File: src/rtl/txq_pkg.sv
package txq_pkg;

  localparam int DATA_W = 32;
  localparam int NB_W   = 3;
  localparam int THR_W  = 8;

  typedef enum logic [1:0] {
    SEL_LOW_WATER  = 2'd0,
    SEL_HIGH_WATER = 2'd1,
    SEL_START_SIZE = 2'd2,
    SEL_UNUSED     = 2'd3
  } cfg_sel_e;

  typedef struct packed {
    logic [DATA_W-1:0] data;
    logic [NB_W-1:0]   nbytes;
    logic              last;
  } txq_word_t;

endpackage

File: src/rtl/txq_store.sv
module txq_store #(
  parameter int DEPTH = 64,
  parameter int LW    = $clog2(DEPTH + 1)
) (
  input  logic                clk,
  input  logic                rst_n,
  input  logic                push,
  input  txq_pkg::txq_word_t  wr_word,
  input  logic                pop,
  output txq_pkg::txq_word_t  rd_word,
  output logic [LW-1:0]       level,
  output logic                full,
  output logic                empty
);
  localparam int AW = (DEPTH > 1) ? $clog2(DEPTH) : 1;

  txq_pkg::txq_word_t mem [DEPTH];
  logic [AW-1:0] wr_ptr, rd_ptr;

  function automatic logic [AW-1:0] bump(input logic [AW-1:0] p);
    return (p == AW'(DEPTH - 1)) ? '0 : p + 1'b1;
  endfunction

  always_ff @(posedge clk) begin
    if (push) mem[wr_ptr] <= wr_word;
  end

  always_ff @(posedge clk) begin
    if (!rst_n) begin
      wr_ptr <= '0;
      rd_ptr <= '0;
      level  <= '0;
    end else begin
      if (push) wr_ptr <= bump(wr_ptr);
      if (pop)  rd_ptr <= bump(rd_ptr);
      case ({push, pop})
        2'b10:   level <= level + 1'b1;
        2'b01:   level <= level - 1'b1;
        default: level <= level;
      endcase
    end
  end

  assign rd_word = mem[rd_ptr];
  assign full    = (level == LW'(DEPTH));
  assign empty   = (level == '0);

endmodule

File: src/rtl/txq_cfg_regs.sv
module txq_cfg_regs #(
  parameter int THR_W = 8
) (
  input  logic             clk,
  input  logic             rst_n,
  input  logic             cfg_we,
  input  logic [1:0]       cfg_addr,
  input  logic [THR_W-1:0] cfg_wdata,
  output logic [THR_W-1:0] low_thr,
  output logic [THR_W-1:0] high_thr,
  output logic [THR_W-1:0] start_thr
);
  import txq_pkg::*;

  cfg_sel_e sel;
  assign sel = cfg_sel_e'(cfg_addr);

  always_ff @(posedge clk) begin
    if (!rst_n) begin
      low_thr   <= '0;
      high_thr  <= '0;
      start_thr <= '0;
    end else if (cfg_we) begin
      case (sel)
        SEL_LOW_WATER:  low_thr   <= cfg_wdata;
        SEL_HIGH_WATER: high_thr  <= cfg_wdata;
        SEL_START_SIZE: start_thr <= cfg_wdata;
        default: ;
      endcase
    end
  end

endmodule

File: src/rtl/txq_level_flags.sv
module txq_level_flags #(
  parameter int LW    = 7,
  parameter int THR_W = 8
) (
  input  logic [LW-1:0]    level,
  input  logic [THR_W-1:0] low_thr,
  input  logic [THR_W-1:0] high_thr,
  output logic             at_or_below_low,
  output logic             at_or_above_high
);
  localparam int CW = (LW > THR_W) ? LW : THR_W;

  logic [CW-1:0] lvl_w, low_w, high_w;

  assign lvl_w  = CW'(level);
  assign low_w  = CW'(low_thr);
  assign high_w = CW'(high_thr);

  assign at_or_below_low  = (lvl_w <= low_w);
  assign at_or_above_high = (lvl_w >= high_w);

endmodule

File: src/rtl/txq_start_gate.sv
module txq_start_gate #(
  parameter int LW    = 7,
  parameter int THR_W = 8,
  parameter int NB_W  = 3
) (
  input  logic             clk,
  input  logic             rst_n,
  input  logic             push,
  input  logic [NB_W-1:0]  push_bytes,
  input  logic             push_last,
  input  logic             pop,
  input  logic             pop_last,
  input  logic [THR_W-1:0] start_thr,
  output logic             gate_open
);
  localparam int SW   = THR_W + 1;
  localparam int SUMW = SW + 1;

  logic [SW-1:0]   open_bytes;
  logic [LW-1:0]   frames_stored;
  logic            started;
  logic [SUMW-1:0] sum_wide;
  logic [SW-1:0]   sum_sat;

  assign sum_wide = SUMW'(open_bytes) + SUMW'(push_bytes);
  assign sum_sat  = sum_wide[SUMW-1] ? '1 : sum_wide[SW-1:0];

  always_ff @(posedge clk) begin
    if (!rst_n) begin
      open_bytes    <= '0;
      frames_stored <= '0;
      started       <= 1'b0;
    end else begin
      if (push) open_bytes <= push_last ? '0 : sum_sat;
      case ({push && push_last, pop && pop_last})
        2'b10:   frames_stored <= frames_stored + 1'b1;
        2'b01:   frames_stored <= frames_stored - 1'b1;
        default: frames_stored <= frames_stored;
      endcase
      if (pop) started <= !pop_last;
    end
  end

  assign gate_open = started
                   || (frames_stored != '0)
                   || (open_bytes >= SW'(start_thr));

endmodule

File: src/rtl/txq_gated_fifo.sv
module txq_gated_fifo #(
  parameter int DEPTH = 64,
  parameter int THR_W = 8,
  parameter int LW    = $clog2(DEPTH + 1)
) (
  input  logic                       clk,
  input  logic                       rst_n,
  input  logic                       cfg_we,
  input  logic [1:0]                 cfg_addr,
  input  logic [THR_W-1:0]           cfg_wdata,
  input  logic                       in_valid,
  output logic                       in_ready,
  input  logic [txq_pkg::DATA_W-1:0] in_data,
  input  logic [txq_pkg::NB_W-1:0]   in_bytes,
  input  logic                       in_last,
  output logic                       out_valid,
  input  logic                       out_ready,
  output logic [txq_pkg::DATA_W-1:0] out_data,
  output logic [txq_pkg::NB_W-1:0]   out_bytes,
  output logic                       out_last,
  output logic [LW-1:0]              level,
  output logic                       fifo_pe,
  output logic                       fifo_pf,
  output logic                       overflow
);
  import txq_pkg::*;

  logic            full, empty, push, pop, gate_open;
  txq_word_t       wr_word, rd_word;
  logic [THR_W-1:0] low_thr, high_thr, start_thr;

  assign wr_word = '{data: in_data, nbytes: in_bytes, last: in_last};
  assign push    = in_valid && !full;
  assign pop     = out_valid && out_ready;

  txq_store #(.DEPTH(DEPTH), .LW(LW)) u_store (
    .clk(clk), .rst_n(rst_n),
    .push(push), .wr_word(wr_word),
    .pop(pop), .rd_word(rd_word),
    .level(level), .full(full), .empty(empty)
  );

  txq_cfg_regs #(.THR_W(THR_W)) u_cfg (
    .clk(clk), .rst_n(rst_n),
    .cfg_we(cfg_we), .cfg_addr(cfg_addr), .cfg_wdata(cfg_wdata),
    .low_thr(low_thr), .high_thr(high_thr), .start_thr(start_thr)
  );

  txq_level_flags #(.LW(LW), .THR_W(THR_W)) u_flags (
    .level(level), .low_thr(low_thr), .high_thr(high_thr),
    .at_or_below_low(fifo_pe), .at_or_above_high(fifo_pf)
  );

  txq_start_gate #(.LW(LW), .THR_W(THR_W), .NB_W(NB_W)) u_gate (
    .clk(clk), .rst_n(rst_n),
    .push(push), .push_bytes(in_bytes), .push_last(in_last),
    .pop(pop), .pop_last(rd_word.last),
    .start_thr(start_thr), .gate_open(gate_open)
  );

  always_ff @(posedge clk) begin
    if (!rst_n)                overflow <= 1'b0;
    else if (in_valid && full) overflow <= 1'b1;
  end

  assign in_ready  = !full;
  assign out_valid = !empty && gate_open;
  assign out_data  = rd_word.data;
  assign out_bytes = rd_word.nbytes;
  assign out_last  = rd_word.last;

endmodule

File: config.mk
export PLATFORM = sky130hd
export DESIGN_NAME = txq_gated_fifo
export DESIGN_NICKNAME = d
export VERILOG_FILES = /design/src/rtl/txq_pkg.sv /design/src/rtl/txq_store.sv /design/src/rtl/txq_cfg_regs.sv /design/src/rtl/txq_level_flags.sv /design/src/rtl/txq_start_gate.sv /design/src/rtl/txq_gated_fifo.sv
export SDC_FILE = /design/constraint.sdc
export NUM_CORES = 2
export LEC_CHECK = 0
export BUFFER_PORTS_ARGS = -buffer_cell sky130_fd_sc_hd__buf_2
export CAP_MARGIN = 10
export CORE_AREA = 8 8 424 426
export DETAILED_ROUTE_END_ITERATION = 7
export DIE_AREA = 0 0 432 434
export GPL_TIMING_DRIVEN = 0
export PLACE_DENSITY = 0.66
export SLEW_MARGIN = 20
export SYNTH_ARGS = -nofsm -noshare
export SYNTH_HDL_FRONTEND = slang
export SYNTH_SLANG_ARGS = --single-unit
File: constraint.sdc
create_clock -name clk -period 5.7 [get_ports clk]
set_clock_uncertainty 0.15 [all_clocks]
set_input_delay 1.14 -clock clk [delete_from_list [all_inputs] [get_ports clk]]
set_output_delay 1.14 -clock clk [all_outputs]
set_load 0.05 [all_outputs]
==> results.ini <==
[power_and_ir_drop]
p_leak_nw = 32.3
clock_power_share_pct = 36.0
p_sw_mw = 10.2
powerDensity_nw_per_um2 = 380
switching_share_pct = 25.4
peakVddDrop_mv = 0.372
combinationalPowerShare_pct = 15.7
p_int_mw = 29.9
totalPowerFinal_mw = 40.1
p_seq_share_pct = 48.4

[synthesis]
syn_nets = 3990
synth_top_area_share_pct = 75.8
synth-edff-count = 2304
yosys.area.top_type = edfxtp_1
yosysWarnings = 0
synth.avg_cell_area_um2 = 23.4
synth_ff_type = edfxtp_1
netlist_area_um2 = 91300
synthDistinctLibCells = 58
async_flop_share_pct = 0
synthMuxAreaShare_pct = 17.8
synth-seq-cells = 2371
synth_area_leaders = edfxtp_1 76%, mux4_2 17%, dfxtp_1 1.5%
synthXorXnorAreaFrac_pct = 0.125
seq_area_frac_synth_pct = 77.3
synth_top_family_by_area = multiplexers
synth_compound_area_share_pct = 1.41
synth-simple-area-share_pct = 1.54
synth_adder_area_share_pct = 0.600
netlist_instances = 3897

[floorplanning]
rows = 153
die-width_um = 432
die_area_um2 = 187000
fp.dieH_um = 434
io_pins = 99
initial_core_util_pct = 52.8
core-area_um2 = 173000

[clocking]
cts_tree = yes
cts_max_level = 4
cts_hold_buffers = 0
cts.sinks = 2371
path_clk_slew_ns = 0.06
cts_buffers = 228
clock_latency_ns = 0.86
clk_path_buf_depth = 3
cts_root_buf = clkbuf_16

[routing]
avgRoutedWirePerCell_um = 34.5
drt-met1-wl_um = 92700
postRouteAntennaNets = 0
route.detailed.drc = 0
highest_layer = met5
viasPerCell = 6.48
dr_wl_met3_um = 22100
dr.pass1.iters = 5
drt_iter0_drc = 6060
num_vias = 44470
wl_um = 237000
wl_met2_um = 114000

[grt]
antenna_found_initial = 7
grt_max_degree = 67
gr-total-overflow = 0
grt_pass1_wl_um = 333000
grt_usage_pct = 25.2
grt_pass1_vias = 44295

[placed_design]
dpl_worst_slack_ns = -0.0511
post-dp-hpwl_um = 159000
dp.cells = 6446
port_buffers = 97
dpl_cell_area_um2 = 98000
globalplace.congestion = 0.814

[min_path]
hold_depth = 1
hold_path.class = reg2reg

[cells_and_area]
final_nets = 4449
area_growth_pct = 15.5
layoutNonFillerInstCount = 6865
layout_common_cells = 2304 x edfxtp_1, 700 x mux4_2, 229 x clkbuf_16
final_common_cell = edfxtp_1
fin_area_um2 = 105000
diodes = 0
layout-drive-gt1-share_pct = 32.6
post-route-util_pct = 61.0

[outcome]
status = finished clean

[critical_path]
critPathArrivalTime_ns = 4.38
cp_max_fo = 10
reg2reg_depth = 17
cp.required_ns = 4.41
worstSetupPathType = reg2out
crit_path_end_kind = output port
cp-start-kind = register

[timing]
worstMarginPinSlew_ns = 1.18
rsz0062_at_grt = false
finalWorstSetupSlack_ns = 0.0342
slew_violations = 0
setup_viol = 0
period_minus_slack_ns = 5.67
max_freq_mhz = 176
hold_viol_final = 0
fin_crit_sh_pct = 99.4
max_slew_margin_pct = 20.8
whs_ns = 0.318
setup_tns_ns = 0

[job]
cap_violations = 0

synthesized netlist by cell type (5+ instances only):
cell      count
edfxtp_1   2304
mux4_2      700
clkbuf_1    109
nor2_1       98
a22oi_1      75
dfxtp_1      67
nand2_1      61
buf_2        53
mux2i_1      46
inv_1        43
ha_1         39
nor2b_1      36
a21oi_1      30
o21ai_0      22
buf_1        20
buf_4        19
and2_1       16
nand3_1      14
nand4_1       9
nor3_1        9
a21boi_0      8
nand4b_1      7
xor2_1        7
a31oi_1       6
and3_1        6
nand3b_1      6
o211ai_1      6
xnor2_1       6
a211oi_1      5
buf_6         5
o21a_1        5
worst max-delay path, stage by stage, from the launching register on:
cell and delay, ns:
dfxtp_1 0.50, buf_2 0.21, buf_4 0.24, clkbuf_1 0.73, mux4_2 0.38, mux4_2 0.31
o22ai_1 0.12, a211oi_2 0.61, buf_2 0.39
final timing paths:
check	start	to	slack (ns)
setup reg to reg	register	u_gate.frames_stored[6]$_SDFFE_PN0P_	0.45
hold reg to reg	overflow$_SDFFE_PN0P_	overflow$_SDFFE_PN0P_	0.32
setup / recovery	register	out_bytes[0]	0.03
hold / removal	overflow$_SDFFE_PN0P_	overflow$_SDFFE_PN0P_	0.32
logic make-up after synthesis:
kind of cell,Yosys count
AOI/OAI and AO/OA,186
xor gates and xnor gates,13
muxes,750
adders and majority gates,42
DFF,2371
and+or+nand+nor,286
buffers and inverters,249
area by class of cell:
cell class / instances / area, µm²
plain buffers: 206 / 1140
clock buffers: 294 / 5980
clock inverters: 120 / 1030
fillers: 11669 / 67500
inverters: 43 / 164
multi-input cells: 1277 / 20200
flip-flops and latches: 2371 / 70500
well taps: 2325 / 2910
repair buffers: 229 / 3470
power groups by stage:
| stage | Sequential, mW | Combinational, mW | Clock (mW) |
|---|---|---|---|
| final | 19.4 | 6.28 | 14.4 |
| after global routing | 19.4 | 6.63 | 15.2 |
| after CTS | 19.4 | 6.35 | 14.6 |
| after detailed placement | 19.7 | 6.30 | 0 |
| after global placement | 19.8 | 6.14 | 0 |
| after floorplan | 19.8 | 4.08 | 0 |
repair_timing:
item	CTS	global route
gates resized for setup	108	28
endpoints found under the setup margin	37	23
endpoints found under the hold margin	0	0
setup buffers	0	0
routing by layer:
metal	vias up	track usage, %
li1	17611	-
met1	23972	35.6
met2	2482	39.9
met3	401	5.06
met4	4	8.21
met5	-	0
registers in the layout, indices dropped and copies added (netlist names), named ones only:
name	count
u_store.mem	2304
u_gate.frames_stored	7
u_store.level	7
u_store.wr_ptr	6
overflow	1
u_store.rd_ptr	6
u_gate.started	1
u_cfg.high_thr	8
u_cfg.start_thr	8
u_cfg.low_thr	8
u_gate.open_bytes	9
No activity file was read; power rests on OpenSTA's default activity.
